<file path="config.mk">
export PLATFORM = sky130hd
export DESIGN_NAME = dmaf_front
export DESIGN_NICKNAME = d
export VERILOG_FILES = /design/src/rtl/dmaf_pkg.sv /design/src/rtl/dmaf_chan.sv /design/src/rtl/dmaf_seq.sv /design/src/rtl/dmaf_front.sv
export SDC_FILE = /design/constraint.sdc
export NUM_CORES = 1
export LEC_CHECK = 0
export BUFFER_PORTS_ARGS = -buffer_cell sky130_fd_sc_hd__buf_2
export CORE_MARGIN = 1.5
export CORE_UTILIZATION = 55
export CTS_CLUSTER_SIZE = 16
export DETAILED_ROUTE_END_ITERATION = 10
export GPL_ROUTABILITY_DRIVEN = 0
export PLACE_DENSITY_LB_ADDON = 0.2
export REMOVE_ABC_BUFFERS = 1
export SETUP_SLACK_MARGIN = 0.02
export SYNTH_ARGS = -nofsm -noshare
export SYNTH_HDL_FRONTEND = slang
export SYNTH_HIERARCHICAL = 1
export SYNTH_SLANG_ARGS = --single-unit
export TNS_END_PERCENT = 10
</file>
<file path="constraint.sdc">
create_clock -name clk -period 6.26 [get_ports clk]
set_input_delay 0.313 -clock clk [delete_from_list [all_inputs] [get_ports clk]]
set_output_delay 0.313 -clock clk [all_outputs]
set_load 0.05 [all_outputs]
</file>
<file path="src/rtl/dmaf_pkg.sv">
package dmaf_pkg;
   localparam int CHAN_LSB = 13;
   localparam int IDX_W    = 6;

   localparam logic [IDX_W-1:0] IX_DATA  = 6'h00;
   localparam logic [IDX_W-1:0] IX_SAVED = 6'h16;
   localparam logic [IDX_W-1:0] IX_SBUF  = 6'h17;
   localparam logic [IDX_W-1:0] IX_GRP   = 6'h18;
   localparam logic [IDX_W-1:0] IX_GDOWN = 6'h1F;
   localparam logic [IDX_W-1:0] IX_CMD   = 6'h20;
   localparam logic [IDX_W-1:0] IX_CFG   = 6'h21;
   localparam logic [IDX_W-1:0] IX_STAT  = 6'h22;
   localparam logic [IDX_W-1:0] IX_MASK  = 6'h23;
   localparam logic [IDX_W-1:0] IX_ACK   = 6'h24;
   localparam logic [IDX_W-1:0] IX_RAW   = 6'h25;
   localparam logic [IDX_W-1:0] IX_MSKD  = 6'h26;
   localparam logic [IDX_W-1:0] IX_STRM  = 6'h27;

   localparam logic [9:0] STRM_LD_D  = 10'h140;
   localparam int         STRM_BURST = 5;
   localparam int         STRM_LD_C  = 9;

   typedef enum logic [2:0] {
      CH_RST  = 3'b001,
      CH_STOP = 3'b010,
      CH_RUN  = 3'b100
   } ch_state_t;

   typedef struct packed {
      logic load;
      logic buf_upd;
      logic next_upd;
      logic ctx;
      logic start;
   } upd_t;
endpackage

</file>
<file path="src/rtl/dmaf_chan.sv">
module dmaf_chan
   import dmaf_pkg::*;
#(
   parameter int DW      = 32,
   parameter int CAUSE_W = 4,
   parameter int SRC_ID  = 1
) (
   input  logic             clk,
   input  logic             rst_n,
   input  logic             wr_en,
   input  logic [IDX_W-1:0] idx,
   input  logic [DW-1:0]    wdata,
   input  logic             evt_v,
   input  logic [CAUSE_W-1:0] evt_cause,
   input  logic             evt_end,
   input  upd_t             upd,
   input  logic             eng_eol,
   input  logic [DW-1:0]    eng_a,
   input  logic [DW-1:0]    eng_b,
   output logic [DW-1:0]    rdata,
   output logic             irq,
   output ch_state_t        state,
   output logic             ch_eol,
   output logic             cur_eol,
   output logic             cfg_en,
   output logic             cfg_stop,
   output logic [DW-1:0]    saved_ptr,
   output logic [DW-1:0]    gdown_ptr
);
   generate
      if (DW < 16 || (DW % 8) != 0) begin : g_bad_dw
         $error("dmaf_chan: DW must be a multiple of 8 and at least 16");
      end
      if (CAUSE_W < 1 || CAUSE_W > DW) begin : g_bad_cause
         $error("dmaf_chan: CAUSE_W out of range");
      end
   endgenerate

   logic [DW-1:0]      data_ptr, saved_buf, grp_ptr, cmd_q;
   logic [9:0]         strm_q;
   logic [1:0]         cfg_q;
   logic [CAUSE_W-1:0] mask_q, raw_q, raw_nx, masked, ack_bits;

   assign ack_bits = (wr_en && idx == IX_ACK) ? wdata[CAUSE_W-1:0] : '0;
   assign raw_nx   = (raw_q & ~ack_bits) | (evt_v ? evt_cause : '0);
   assign masked   = raw_q & mask_q;
   assign irq      = |masked;
   assign cfg_en   = cfg_q[0];
   assign cfg_stop = cfg_q[1];

   always_ff @(posedge clk or negedge rst_n) begin
      if (!rst_n) begin
         data_ptr  <= '0;
         saved_ptr <= '0;
         saved_buf <= '0;
         grp_ptr   <= '0;
         gdown_ptr <= '0;
         cmd_q     <= '0;
         strm_q    <= '0;
         cfg_q     <= '0;
         mask_q    <= '0;
         raw_q     <= '0;
         state     <= CH_RST;
         ch_eol    <= 1'b0;
         cur_eol   <= 1'b0;
      end else begin
         raw_q <= raw_nx;
         if (upd.load) begin
            data_ptr <= saved_ptr;
            cur_eol  <= eng_eol;
         end
         if (upd.next_upd) saved_ptr <= eng_a;
         if (upd.buf_upd)  saved_buf <= eng_b;
         if (upd.ctx) begin
            saved_ptr <= eng_a;
            saved_buf <= eng_b;
         end
         if (upd.start) begin
            ch_eol <= 1'b0;
            state  <= CH_RUN;
         end
         if (evt_v && evt_end) begin
            ch_eol  <= 1'b1;
            cur_eol <= 1'b1;
         end
         if (wr_en) begin
            case (idx)
               IX_DATA:  data_ptr  <= wdata;
               IX_SAVED: saved_ptr <= wdata;
               IX_SBUF:  saved_buf <= wdata;
               IX_GRP:   grp_ptr   <= wdata;
               IX_GDOWN: gdown_ptr <= wdata;
               IX_CMD:   cmd_q     <= wdata;
               IX_MASK:  mask_q    <= wdata[CAUSE_W-1:0];
               IX_STRM:  strm_q    <= wdata[9:0];
               IX_CFG: begin
                  cfg_q <= wdata[1:0];
                  if (wdata[1])  state <= CH_STOP;
                  if (!wdata[0]) state <= CH_RST;
               end
               default: ;
            endcase
         end
      end
   end

   always_comb begin
      rdata = '0;
      case (idx)
         IX_DATA:  rdata = data_ptr;
         IX_SAVED: rdata = saved_ptr;
         IX_SBUF:  rdata = saved_buf;
         IX_GRP:   rdata = grp_ptr;
         IX_GDOWN: rdata = gdown_ptr;
         IX_CMD:   rdata = cmd_q;
         IX_CFG:   rdata[1:0] = cfg_q;
         IX_STAT: begin
            rdata[2:0]  = state;
            rdata[5]    = ch_eol;
            rdata[15:8] = 8'(SRC_ID);
         end
         IX_MASK:  rdata[CAUSE_W-1:0] = mask_q;
         IX_RAW:   rdata[CAUSE_W-1:0] = raw_q;
         IX_MSKD:  rdata[CAUSE_W-1:0] = masked;
         IX_STRM:  rdata[9:0] = strm_q;
         default:  rdata = '0;
      endcase
   end
endmodule

</file>
<file path="src/rtl/dmaf_seq.sv">
module dmaf_seq
   import dmaf_pkg::*;
#(
   parameter int CH_W = 1,
   parameter int DW   = 32
) (
   input  logic            clk,
   input  logic            rst_n,
   input  logic            go_cont,
   input  logic            go_strm,
   input  logic [CH_W-1:0] go_ch,
   input  logic            strm_ld_d,
   input  logic            strm_burst,
   input  logic            strm_ld_c,
   input  logic [DW-1:0]   base_data,
   input  logic [DW-1:0]   base_ctx,
   input  logic            cur_ch_eol,
   input  logic            eng_done,
   input  logic            eng_eol,
   input  logic [DW-1:0]   eng_a,
   output logic            busy,
   output logic [CH_W-1:0] seq_ch,
   output logic            eng_req,
   output logic            eng_op,
   output logic [DW-1:0]   eng_addr,
   output upd_t            upd
);
   typedef enum logic [2:0] {S_IDLE, S_LD, S_CTX, S_C1, S_C2} seq_st_t;

   seq_st_t       st;
   logic [DW-1:0] addr_q;
   logic          op_q, burst_q, ctx_q;
   logic          chain;

   assign busy     = (st != S_IDLE);
   assign eng_req  = busy;
   assign eng_op   = op_q;
   assign eng_addr = addr_q;
   assign chain    = !eng_eol && cur_ch_eol;

   always_comb begin
      upd = '0;
      if (eng_done) begin
         case (st)
            S_LD: begin
               upd.load  = 1'b1;
               upd.start = burst_q;
            end
            S_CTX: upd.ctx = 1'b1;
            S_C1: begin
               upd.load     = 1'b1;
               upd.next_upd = chain;
               upd.buf_upd  = !chain;
            end
            S_C2: begin
               upd.load    = 1'b1;
               upd.buf_upd = 1'b1;
               upd.start   = 1'b1;
            end
            default: ;
         endcase
      end
   end

   always_ff @(posedge clk or negedge rst_n) begin
      if (!rst_n) begin
         st      <= S_IDLE;
         seq_ch  <= '0;
         addr_q  <= '0;
         op_q    <= 1'b0;
         burst_q <= 1'b0;
         ctx_q   <= 1'b0;
      end else begin
         case (st)
            S_IDLE: begin
               if (go_cont) begin
                  seq_ch <= go_ch;
                  addr_q <= base_data;
                  op_q   <= 1'b0;
                  st     <= S_C1;
               end else if (go_strm) begin
                  seq_ch  <= go_ch;
                  burst_q <= strm_burst;
                  ctx_q   <= strm_ld_c;
                  if (strm_ld_d) begin
                     addr_q <= base_data;
                     op_q   <= 1'b0;
                     st     <= S_LD;
                  end else begin
                     addr_q <= base_ctx;
                     op_q   <= 1'b1;
                     st     <= S_CTX;
                  end
               end
            end
            S_LD: if (eng_done) begin
               if (ctx_q) begin
                  addr_q <= base_ctx;
                  op_q   <= 1'b1;
                  st     <= S_CTX;
               end else begin
                  st <= S_IDLE;
               end
            end
            S_CTX: if (eng_done) st <= S_IDLE;
            S_C1: if (eng_done) begin
               if (chain) begin
                  addr_q <= eng_a;
                  st     <= S_C2;
               end else begin
                  st <= S_IDLE;
               end
            end
            S_C2: if (eng_done) st <= S_IDLE;
            default: st <= S_IDLE;
         endcase
      end
   end
endmodule

</file>
<file path="src/rtl/dmaf_front.sv">
module dmaf_front
   import dmaf_pkg::*;
#(
   parameter  int NUM_CH  = 2,
   parameter  int DW      = 32,
   parameter  int CAUSE_W = 4,
   parameter  int SRC_ID  = 1,
   localparam int CH_W    = (NUM_CH > 1) ? $clog2(NUM_CH) : 1,
   localparam int ADDR_W  = CHAN_LSB + CH_W,
   localparam int BE_W    = DW / 8
) (
   input  logic               clk,
   input  logic               rst_n,
   input  logic               bus_sel,
   input  logic               bus_wr,
   input  logic [BE_W-1:0]    bus_be,
   input  logic [ADDR_W-1:0]  bus_addr,
   input  logic [DW-1:0]      bus_wdata,
   output logic [DW-1:0]      bus_rdata,
   output logic               bus_wait,
   output logic               bus_err,
   input  logic               evt_valid,
   input  logic [CH_W-1:0]    evt_ch,
   input  logic [CAUSE_W-1:0] evt_cause,
   input  logic               evt_end,
   output logic               eng_req,
   output logic               eng_op,
   output logic [CH_W-1:0]    eng_ch,
   output logic [DW-1:0]      eng_addr,
   input  logic               eng_done,
   input  logic               eng_eol,
   input  logic [DW-1:0]      eng_a,
   input  logic [DW-1:0]      eng_b,
   output logic [NUM_CH-1:0]  irq
);
   generate
      if (NUM_CH < 1) begin : g_bad_num
         $error("dmaf_front: NUM_CH must be at least 1");
      end
   endgenerate

   logic [DW-1:0]    rd_a [NUM_CH];
   logic [DW-1:0]    sptr_a [NUM_CH];
   logic [DW-1:0]    gdn_a [NUM_CH];
   ch_state_t        st_a [NUM_CH];
   logic [NUM_CH-1:0] cheol_v, cureol_v, en_v, stop_v;
   logic [3*NUM_CH-1:0] st_all;

   logic              full, ch_ok, want_wr, wr_take, is_ctl, cont_ok, busy;
   logic              go_cont, go_strm;
   logic [CH_W-1:0]   bus_ch, seq_ch, sel_ch;
   logic [IDX_W-1:0]  idx;
   upd_t              upd;
   logic              unused_addr;

   assign full        = &bus_be;
   assign bus_ch      = bus_addr[ADDR_W-1:CHAN_LSB];
   assign idx         = bus_addr[7:2];
   assign unused_addr = ^{bus_addr[CHAN_LSB-1:8], bus_addr[1:0]};

   generate
      if (NUM_CH == (1 << CH_W)) begin : g_full_dec
         assign ch_ok = 1'b1;
      end else begin : g_part_dec
         assign ch_ok = (bus_ch < CH_W'(NUM_CH));
      end
   endgenerate

   assign want_wr  = bus_sel && bus_wr && full && ch_ok;
   assign is_ctl   = (idx == IX_CMD) || (idx == IX_STRM);
   assign bus_wait = want_wr && is_ctl && busy;
   assign wr_take  = want_wr && !bus_wait;
   assign cont_ok  = en_v[bus_ch] && !stop_v[bus_ch] && (st_a[bus_ch] == CH_RUN)
                     && cureol_v[bus_ch];
   assign go_cont  = wr_take && (idx == IX_CMD) && cont_ok;
   assign go_strm  = wr_take && (idx == IX_STRM)
                     && (|(bus_wdata[9:0] & (STRM_LD_D | 10'h200)));
   assign sel_ch   = busy ? seq_ch : bus_ch;
   assign eng_ch   = seq_ch;
   assign bus_rdata = (bus_sel && !bus_wr && full && ch_ok) ? rd_a[bus_ch] : '0;

   always_ff @(posedge clk or negedge rst_n) begin
      if (!rst_n)                 bus_err <= 1'b0;
      else if (bus_sel && !full)  bus_err <= 1'b1;
   end

   dmaf_seq #(.CH_W(CH_W), .DW(DW)) i_seq (
      .clk(clk), .rst_n(rst_n),
      .go_cont(go_cont), .go_strm(go_strm), .go_ch(bus_ch),
      .strm_ld_d(|(bus_wdata[9:0] & STRM_LD_D)),
      .strm_burst(bus_wdata[STRM_BURST]), .strm_ld_c(bus_wdata[STRM_LD_C]),
      .base_data(sptr_a[sel_ch]), .base_ctx(gdn_a[sel_ch]),
      .cur_ch_eol(cheol_v[seq_ch]),
      .eng_done(eng_done), .eng_eol(eng_eol), .eng_a(eng_a),
      .busy(busy), .seq_ch(seq_ch), .eng_req(eng_req), .eng_op(eng_op),
      .eng_addr(eng_addr), .upd(upd)
   );

   for (genvar i = 0; i < NUM_CH; i++) begin : g_ch
      upd_t upd_i;
      assign upd_i = (seq_ch == CH_W'(i)) ? upd : '0;
      assign st_all[3*i +: 3] = st_a[i];

      dmaf_chan #(.DW(DW), .CAUSE_W(CAUSE_W), .SRC_ID(SRC_ID)) i_chan (
         .clk(clk), .rst_n(rst_n),
         .wr_en(wr_take && bus_ch == CH_W'(i)), .idx(idx), .wdata(bus_wdata),
         .evt_v(evt_valid && evt_ch == CH_W'(i)), .evt_cause(evt_cause),
         .evt_end(evt_end), .upd(upd_i),
         .eng_eol(eng_eol), .eng_a(eng_a), .eng_b(eng_b),
         .rdata(rd_a[i]), .irq(irq[i]), .state(st_a[i]),
         .ch_eol(cheol_v[i]), .cur_eol(cureol_v[i]),
         .cfg_en(en_v[i]), .cfg_stop(stop_v[i]),
         .saved_ptr(sptr_a[i]), .gdown_ptr(gdn_a[i])
      );
   end
endmodule

</file>
* After elaboration in Yosys (flattened, before gate mapping)
Cells that the tools add are included.
Word-level totals: register bits 474, input port bits 127, output and inout bits 71, word-level logic and storage cells 255
Operators by class: order comparisons 4, equality and inequality tests 23, multiplexer cells 117, bitwise gates (word level) 13, reduce and logical (&&, ||, !) cells 65
Operator list (count):
- 2-to-1 mux 32 bit | 39
- case mux 16 bit (6 select lines) | 2
- case mux 32 bit (3 select lines) | 1
- case mux 6 bit (6 select lines) | 2
- 2-to-1 mux 3 bit | 19
- equality test 6 bit, second input constant | 8
- case mux 2 bit (12 select lines) | 2
- case mux 2 bit (8 select lines) | 2
- case mux 2 bit (7 select lines) | 2
- 2-to-1 mux 1 bit | 27
- AND reduction 2 bit | 13
- equality test 6 x 5 -> 1 bit, second input constant | 4
- logical AND 1 bit | 24
- case mux 1 bit (11 select lines) | 2
- case mux 1 bit (10 select lines) | 2
- AND 4 bit | 4
- 2-to-1 mux 4 bit | 4
- case mux 1 bit (8 select lines) | 2
- 2-to-1 mux 5 bit | 3
- case mux 1 bit (7 select lines) | 2
- case mux 3 bit (4 select lines) | 1
- AND reduction 4 bit | 3
- nonzero test 2 bit | 6
- inverter 4 bit | 2
- 23 further kinds | 46

* Logic depth before layout (Yosys ltp)
Gate-level depths: netlist (run 1).
depth in word-level cells 12, depth in mapped cells 11, depth with buffers taken out 8

* Modules after synthesis
The synthesis (run 1) kept the hierarchy.
By module, submodules not included:
- dmaf_chan | times used 2, cells an instance 911, area each 10303.6 um^2, sequential area each 5431.5 um^2
- dmaf_seq | times used 1, cells an instance 235, area each 2494.9 um^2, sequential area each 975.9 um^2
- dmaf_front | times used 1, cells an instance 180, area each 1586.5 um^2, sequential area each 25.0 um^2

* Worst setup path before layout (run 1)
OpenSTA, ideal clock, no wires.
path type register to register, start register i_seq.st[1], end register i_seq.addr_q[0] (netlist: i_seq/eng_addr[0]), setup time 125 ps, arrival 3085 ps, data required time 6135 ps, path slack 3051 ps, cell stages (with the launch flop) 10, path buffers 3, clock period less this slack 3209 ps, path through dfrtp_1 > clkbuf_1 > buf_2 > or3_1 > a2111oi_0 > nor2_1 > a21boi_2 > buf_2 > a221o_1 > mux2_2
On the way: elaborated cells between the ends (all ways) 32, classes of those cells eq/ne: 7; mux: 13; bitwise: 1; reduce/logical: 11
RTL lines:
- start: declaration | RTL line dmaf_seq.sv:30 | seq_st_t st;
- start signal: assignment | RTL line dmaf_seq.sv:67 | st <= S_IDLE;
- start signal: assignment | RTL line dmaf_seq.sv:80 | st <= S_C1;
- start signal: assignment | RTL line dmaf_seq.sv:88 | st <= S_LD;
- nonzero test 3 bit (*) | RTL line dmaf_seq.sv:35 | assign busy = (st != S_IDLE);
- via busy | RTL line dmaf_front.sv:49 | logic full, ch_ok, want_wr, wr_take, is_ctl, cont_ok, busy;
- logical AND 1 bit (*) | RTL line dmaf_front.sv:71 | assign bus_wait = want_wr && is_ctl && busy;
- logical NOT 1 bit (*) | RTL line dmaf_front.sv:72 | assign wr_take = want_wr && !bus_wait;
- logical AND 1 bit (*) | RTL line dmaf_front.sv:72
- logical AND 1 bit (*) (2 in series) | RTL line dmaf_front.sv:75 | assign go_cont = wr_take && (idx == IX_CMD) && cont_ok;
- via go_cont | RTL line dmaf_front.sv:50 | logic go_cont, go_strm;
- != test 3 bit (no source line) / 2-to-1 mux 32 bit (equally long branches)
- AND reduction 6 bit (no source line) / case mux 32 bit (3 select lines) (equally long branches)
- end signal: assignment | RTL line dmaf_seq.sv:90 | addr_q <= base_ctx;
- end signal: assignment | RTL line dmaf_seq.sv:98 | addr_q <= base_ctx;
- end signal: assignment | RTL line dmaf_seq.sv:108 | addr_q <= eng_a;
- end: declaration | RTL line dmaf_seq.sv:31 | logic [DW-1:0] addr_q;
Mark *: on every way through the listed nets, which the timed path passes. The rest lies on a longest branch. The select of a mux whose other input is x is not followed. A chain may end at the register's enable or synchronous reset.

==> results of run 1 <==
-- area by class of cell --
| cell class | count | area, µm² | share of cell area, % |
|---|---|---|---|
| Clock inverter | 4 | 45.0 | 0.161 |
| Tap cell | 592 | 741 | 2.65 |
| Clock buffer | 91 | 1740 | 6.21 |
| Timing Repair Buffer | 256 | 1530 | 5.48 |
| Multi-Input combinational cell | 1571 | 12000 | 42.9 |
| Inverter | 13 | 48.8 | 0.174 |
| Sequential cell | 474 | 11900 | 42.4 |
| Antenna cell | 1 | 2.50 | 0.00894 |
-- metal layers --
layer	vias up	share of wire [%]
met1	9864	41
met2	1038	46
met5	-	0.070
li1	8486	-
met4	8	4.7
met3	239	8.9
-- registers in the layout, summed over array words and instances, names as in the netlist, 2 cells and up --
signal,count
i_seq/st,3
g_ch.i_chan/cmd_q,64
g_ch.i_chan/saved_ptr,64
g_ch.i_chan/raw_q,8
g_ch.i_chan/cfg_q,4
g_ch.i_chan/saved_buf,64
g_ch.i_chan/state,6
g_ch.i_chan/mask_q,8
g_ch.i_chan/gdown_ptr,64
g_ch.i_chan/cur_eol,2
g_ch.i_chan/ch_eol,2
g_ch.i_chan/strm_q,20
g_ch.i_chan/grp_ptr,64
i_seq/eng_addr,32
g_ch.i_chan/data_ptr,64
-- repair_timing --
| item | 4_1_cts | 5_1_grt |
|---|---|---|
| buffers inserted | 0 | 0 |
| hold buffers | 16 | 0 |
| endpoints found under the setup margin | 0 | 0 |
| hold endpoints to repair | 108 | 0 |
-- critical path: cells and delay by family --
kind	cells	cell delay, ps
buffers and inverters	4	1560
muxes	1	80
and+or+nand+nor	4	1530
AOI/OAI and AO/OA	1	110
-- stage by stage --
| step | hold slack, ps | setup WS [ps] |
|---|---|---|
| final | 24.2 | 2340 |
| after global routing | 29.7 | 2270 |
| after detailed placement | 382 | 2500 |
| after global placement | 369 | 2560 |
| after floorplan | 17.4 | 1290 |
| after CTS | 2.48 | 2470 |
-- cells in the final DEF (no fill, tap or decap), types with 11 or more instances in the layout --
master	synthesis	layout
mux2_2	319	319
a21oi_1	77	77
nor2_1	156	152
and2_1	12	11
clkbuf_1	96	11
dlygate4sd3_1	0	16
a22oi_1	70	70
buf_4	9	47
a222oi_1	58	58
a221o_1	34	34
mux2i_1	270	270
clkbuf_16	0	53
nand3_1	77	77
nor2b_1	19	14
buf_2	59	189
nand2_1	207	203
dfrtp_1	472	471
o21ai_0	138	138
clkbuf_8	6	27
inv_1	13	13
-- logic make-up (layout without fill, tap and decap cells) --
| group | Yosys count | in the layout |
|---|---|---|
| multiplexers | 601 | 601 |
| buffers and inverters | 192 | 364 |
| AO/OA/AOI/OAI | 423 | 423 |
| other | 0 | 1 |
| flip-flops | 474 | 474 |
| AND/OR/NAND/NOR | 547 | 547 |
-- worst max-delay path by stage --
stage	slack (ps)	startpoint	endpoint	depth (start not counted)
global route	2270	bus_addr[3]	bus_rdata[5]	10
global placement	2560	bus_addr[3]	bus_rdata[5]	10
floorplan	1290	i_seq/st[1]	g_ch[1].i_chan/saved_buf[0]	6
detailed placement	2500	bus_addr[3]	bus_rdata[28]	10
CTS	2470	bus_addr[3]	bus_rdata[28]	10
finish	2340	bus_addr[3]	bus_rdata[5]	10
-- power by group --
group	total [mW]	leakage, nW	switching (mW)	internal, mW
Combinational	0.588	6.60	0.381	0.207
Clock	3.16	0.886	1.26	1.90
Sequential	3.28	6.42	0.0929	3.19
Total	7.03	13.9	1.73	5.30
-- synth_stat cells (5+ instances only) --
master	number
dfrtp_1	472
clkbuf_1	96
inv_1	13
buf_2	59
nand2b_1	6
a221o_1	34
mux2_4	7
nor3_1	5
nand3_1	77
nand4_1	6
o211ai_1	8
a221oi_1	5
nand2_1	207
mux2_2	319
a22oi_1	70
clkbuf_8	6
and3_1	10
nor2b_1	19
o21ai_0	138
mux2i_1	270
buf_1	6
buf_4	9
nor3b_1	8
a21oi_1	77
nor2_1	156
nand4b_1	5
a222oi_1	58
and2_1	12
a22o_1	8
==> reports/qor.log, run 1 <==
[run_status] status completed
[hold_path] critical hold path startpoint eng_b[23]
[global_route] wire length of the first global-routing pass 119000 µm
[drt] remaining antenna violation count 0
[synthesis] main area contributors after synthesis dfrtp_1, mux2_2, mux2i_1
[timing] setup skew after layout 13.7 ps
[drt] via count 19600
[finish] cell area after layout 28000 µm²
[floorplan] initial cell density of the core 55.8%
[timing] Hold Violations, Final 0
[clock_tree] H-tree levels 2
[synthesis] leading area contributor after synthesis dfrtp_1
[synthesis] top-area cell type share of the netlist area 47.8%
[clock_tree] maximum root-to-sink buffer count 3
[critical_path] crit path capture type output port
[synthesis] xor/xnor share of the synthesized area 0%
[clock_tree] number of buffers created by CTS 51
[global_route] met2 usage in global routing 52.8%
[finish] number of fillers in the final layout 3502
[critical_path] largest fanout on the critical path 25
[critical_path] Critical Path, Cell by Cell buf_2 > buf_4 > nand3_1 > nor2b_2 > buf_4 > a221oi_1 > nand3_1 > mux2i_1 > nor2_1 > buf_2
[critical_path] crit path launch type input pin
[critical_path] Reg2Reg Depth 8
[critical_path] cell type of the slowest stage on the worst timing path nor2b_2
[clock_tree] insertion delay to the later sink of the worst-skew pair 600 ps
[finish] area delta synth->final 13.4%
[floorplan] area inside the core boundary 44200 µm²
[clock_tree] Clock Tree Root clkbuf_16
[synthesis] synthesized netlist cell count 2237
[timing] Fmax 0.255 GHz
[drt] first-pass iteration count of the detailed router 7
[synthesis] main flop type after synthesis dfrtp_1
[drt] detailed-route wire length per cell 26.3 µm
[drt] detail-routed via count per cell 6.54
[floorplan] die outline area 46200 µm²
[synthesis] count of yosys warnings during synthesis 6
[synthesis] synthesized-area fraction occupied by adder cells 0%
[global_route] pin count of the biggest net entering global routing 180
[hold_path] worst hold-check path type input pin to register
[synthesis] sequential fraction of the synthesis area 48.1%
[synthesis] Post-Syn Area per Cell 11.0 µm²
[clock_tree] clock edge transition at the registers on the reported setup and hold paths 60 ps
[placed_design] count of buffers from port buffering 190
[power_and_ir_drop] P_leak 13.9 nW
[clock_tree] cts repair resizes 0
[global_route] Total Routing Usage GR 33.9%
[timing] time the worst path needs with I/O delays and setup 3920 ps
[synthesis] compound-gate portion of the synthesized area 11.7%
[run] number of max-capacitance violations reported 0
[finish] number of standard cells in the layout, taps in and fillers out 3002
[synthesis] number of flops mapped to enable cells by yosys 0
[synthesis] main combinational cell family by area after synthesis multiplexers
[hold_path] instance count along the most critical hold path 3
[floorplan] I/O Pins 198
[global_route] busiest metal layer after global routing met2
[drt] wirelength, routed 78800 µm
[global_route] global-route track usage on met3 7.02%
[critical_path] Slowest Stage Delay on Critical Path 860 ps
[critical_path] destination of the worst register-to-register timing path i_seq/eng_addr[24]
[finish] post-layout util 63.3%
[global_route] number of global-route vias before repair 19700
[clock_tree] TritonCTS sink count 474
[finish] fraction of final layout cells with drive strength greater than 1 28.7%
[power_and_ir_drop] power consumption 7.03 mW
[floorplan] chip height 215 µm
[timing] period utilisation layout 62.7%
[clock_tree] clock tree from TritonCTS built
[timing] number of max-slew violations in the final report 0
[critical_path] minimum setup slack among reg-to-reg paths 2450 ps
[synthesis] total of flip-flops plus latches after synthesis 474
[global_route] number of antenna violations at the first check in global routing 5
[synthesis] mux cell area share after synthesis 26.3%
[placed_design] dpl cell area 26000 µm²
[critical_path] R2R Path Start i_seq/st[0]
[floorplan] count of standard-cell rows 77
[synthesis] async set or reset register ratio after synthesis 100%
[power_and_ir_drop] Power per Cell Area 251 nW/µm²
[global_route] met1 track demand over resource in global routing 45.2%
[critical_path] required time at the worst-slack endpoint 5950 ps
[floorplan] width of the die 215 µm
[finish] Total Nets Final 2494
[timing] number of setup violations in the final report 0
[power_and_ir_drop] VDD IR-drop max 0.186 mV
[timing] accumulated negative setup slack 0 ps
[placed_design] cell count after placement 2890
[timing] Least-Margin Pin Slew 1200 ps
[timing] remaining max-slew budget at the tightest pin 20.2%
[critical_path] critical path class input pin to output port
[synthesis] Synth Cell Area 24700 µm²
[drt] DRC 0
[critical_path] signal arrival time at the worst endpoint 3610 ps
[synthesis] Synth Area in Simple Gates 10.2%
[timing] RSZ-0062 raised after global routing false
[synthesis] library cells used by synthesis 64
[placed_design] placed wire-length estimate after detailed placement 46300 µm
[drt] detailed router's first-iteration violation count 2436
[global_route] remaining global-route overflow 0
[hold_path] hold path endpoint g_ch[1].i_chan/saved_buf[23]
No activity file was read; power rests on OpenSTA's default activity.
==> run 2: changes to the inputs <==
==> constraint.sdc (replaced) <==
create_clock -name clk -period 3.4 [get_ports clk]
set_input_delay 0.17 -clock clk [delete_from_list [all_inputs] [get_ports clk]]
set_output_delay 0.17 -clock clk [all_outputs]
set_load 0.05 [all_outputs]
==> run 2 against run 1 <==
  * First-iteration DRC count rose by 5.4%
  * Sequential cell count did not move
  * Via count rose by 3.3%
  * Routed wire length rose by 3.0%
  * Design area rose by 5.8%
  * Sequential share of layout area fell by 2.3 points
  * Final cell count rose by 4.9%
  * Largest cell class unchanged
==> reports/qor.log, run 2 (synthesis gave the netlist of run 1 again) <==
[run_status] status completed
[global_route] pin count of the biggest net entering global routing 106 [-41%]
[critical_path] crit path capture type register
[power_and_ir_drop] VDD IR-drop max 0.334 mV [+80%]
[drt] via count 20300 [+3.3%]
[finish] most common library cell in the layout ignoring fill and taps dfrtp_1
[floorplan] chip height 215 µm [unchanged]
[critical_path] crit path launch type register
[drt] first-pass iteration count of the detailed router 6 [-1]
[timing] Least-Margin Pin Slew 1180 ps [-18.9 ps]
[clock_tree] Clock Tree Root clkbuf_16
[finish] cell area after layout 29600 µm² [+5.8%]
[global_route] wire length of the first global-routing pass 123000 µm [+3.9%]
[floorplan] width of the die 215 µm [unchanged]
[clock_tree] insertion delay to the later sink of the worst-skew pair 600 ps [about the same]
[finish] fraction of final layout cells with drive strength greater than 1 28.4% [-0.28 points]
[timing] number of max-slew violations in the final report 0 [unchanged]
[floorplan] area inside the core boundary 44200 µm² [unchanged]
[global_route] remaining global-route overflow 0 [unchanged]
[critical_path] signal arrival time at the worst endpoint 3710 ps [+100 ps]
[power_and_ir_drop] P_leak 14.6 nW [+5.3%]
[placed_design] setup slack at placement 289 ps [-2210 ps]
[placed_design] placed wire-length estimate after detailed placement 48500 µm [+4.7%]
[clock_tree] count of buffers added by post-CTS timing repair for setup 0 [unchanged]
[drt] DRC 0 [unchanged]
[floorplan] count of standard-cell rows 77 [unchanged]
[clock_tree] TritonCTS sink count 474 [unchanged]
[floorplan] initial cell density of the core 55.8% [unchanged]
[floorplan] die outline area 46200 µm² [unchanged]
[drt] wirelength, routed 81100 µm [+3.0%]
[timing] number of setup violations in the final report 0 [unchanged]
[timing] RSZ-0062 raised after global routing false
[run] number of max-capacitance violations reported 0 [unchanged]
[drt] remaining antenna violation count 0 [unchanged]
[placed_design] count of buffers from port buffering 190 [unchanged]
[timing] time the worst path needs with I/O delays and setup 3230 ps
[timing] Hold Violations, Final 0 [unchanged]
[drt] detailed router's first-iteration violation count 2567 [+5.4%]
[finish] Total Nets Final 2643 [+6.0%]
[power_and_ir_drop] Power per Cell Area 438 nW/µm² [+74%]
[timing] remaining max-slew budget at the tightest pin 21.2% [+0.96 points]
[drt] detailed-route wire length per cell 25.8 µm [-1.8%]
[clock_tree] H-tree levels 2 [unchanged]
[critical_path] largest fanout on the critical path 36 [+44%]
[finish] post-layout util 67.0% [+3.7 points]
[critical_path] minimum setup slack among reg-to-reg paths 170 ps [-2280 ps]
[finish] number of fillers in the final layout 3387 [-3.3%]
[critical_path] critical path class register to register
[hold_path] worst hold-check path type input pin to register
[critical_path] required time at the worst-slack endpoint 3880 ps [-2070 ps]
[timing] setup skew after layout 15.4 ps [+1.64 ps]
[drt] detail-routed via count per cell 6.44 [-1.5%]
[global_route] number of global-route vias before repair 20400 [+3.8%]
[clock_tree] clock tree from TritonCTS built
[clock_tree] maximum root-to-sink buffer count 3 [unchanged]
[global_route] Total Routing Usage GR 35.0% [+1.2 points]
[global_route] number of antenna violations at the first check in global routing 5 [unchanged]
[placed_design] dpl cell area 26600 µm² [+2.2%]
[clock_tree] number of buffers created by CTS 52 [+2.0%]
[finish] area delta synth->final 19.9%
[floorplan] I/O Pins 198 [unchanged]
[timing] Setup WS post-layout 168 ps [-2170 ps]
[finish] leading cell types in the layout, fill and taps excluded dfrtp_1, mux2_2, mux2i_1
[clock_tree] clock edge transition at the registers on the reported setup and hold paths 60 ps [about the same]
[timing] period utilisation layout 95.1%
[timing] Fmax 0.309 GHz
==> run 2: changes by cell type in the layout (fill, tap and decap cells not counted), moves of 2 or more <==
| cell | previous run | this run |
|---|---|---|
| buf_12 | 3 | 26 |
| buf_4 | 47 | 60 |
| bufinv_16 | 1 | 3 |
| clkbuf_1 | 11 | 14 |
| clkbuf_8 | 27 | 12 |
| clkinv_2 | 3 | 6 |
| clkinvlp_4 | 0 | 3 |
| dlygate4sd3_1 | 16 | 127 |
| inv_6 | 0 | 3 |
==> run 2: path summary, 6_finish.rpt <==
path                                      startpoint                      endpoint  cells after the start
hold / removal                                evt_ch         g_ch[0].i_chan/ch_eol                      4
hold reg to reg            g_ch[1].i_chan/grp_ptr[8]     g_ch[1].i_chan/grp_ptr[8]                      1
max in group asynchronous                      rst_n  g_ch[0].i_chan/saved_buf[18]                      3
setup / recovery                         i_seq/st[1]  g_ch[0].i_chan/saved_buf[17]                     10
min in group asynchronous                      rst_n             i_seq/eng_addr[3]                      2
setup reg to reg                         i_seq/st[1]  g_ch[0].i_chan/saved_buf[17]                     10
==> run 2: per-layer routing <==
layer | track usage [%] | vias to the layer above | wire, µm
li1 | - | 8807 | -
met1 | 46.7 | 10100 | 32100
met2 | 55.4 | 1109 | 37600
met3 | 7.42 | 251 | 7880
met4 | 15.2 | 4 | 3540
met5 | 0 | - | 25
==> run 2: layout make-up <==
class | count | area [µm²] | share of cell area [%]
Antenna cell | 1 | 2.50 | 0.00845
Clock buffer | 79 | 1540 | 5.21
Clock inverter | 15 | 169 | 0.570
Inverter | 13 | 48.8 | 0.165
Multi-Input combinational cell | 1571 | 12000 | 40.6
Sequential cell | 474 | 11900 | 40.1
Tap cell | 592 | 741 | 2.50
Timing Repair Buffer | 404 | 3220 | 10.9
==> run 2: where the power goes <==
part	internal, mW	switching, mW	leakage, nW
Clock	3.35	2.36	0.836
Sequential	5.87	0.190	6.42
Combinational	0.489	0.711	7.38
Total	9.71	3.26	14.6
==> run 2: timing repair <==
item                                    in CTS  in global routing
resized for setup                            0                  5
endpoints found under the setup margin       0                 22
hold buffers                               127                  0
endpoints found under the hold margin      411                  0
==> run 2: worst max-delay path, stage by stage, from the launching register on <==
cell	delay, ps
dfrtp_2	460
buf_8	470
nand2b_1	130
or2_2	320
nor2_1	120
nor2b_1	380
nor2_4	80
buf_12	230
mux2i_1	220
o21ai_0	90
dlygate4sd3_1	570
==> run 2: per-stage QoR <==
step                      power, mW  instances  setup TNS, ps  hold WS (ps)
after floorplan                6.63       2058        -397370          -126
after global placement         7.18       2927              0           302
after detailed placement       7.22       2927              0           312
after CTS                      13.0       3148              0          1.97
after global routing           13.4       3149              0          41.5
final                          13.0       3149              0          32.8
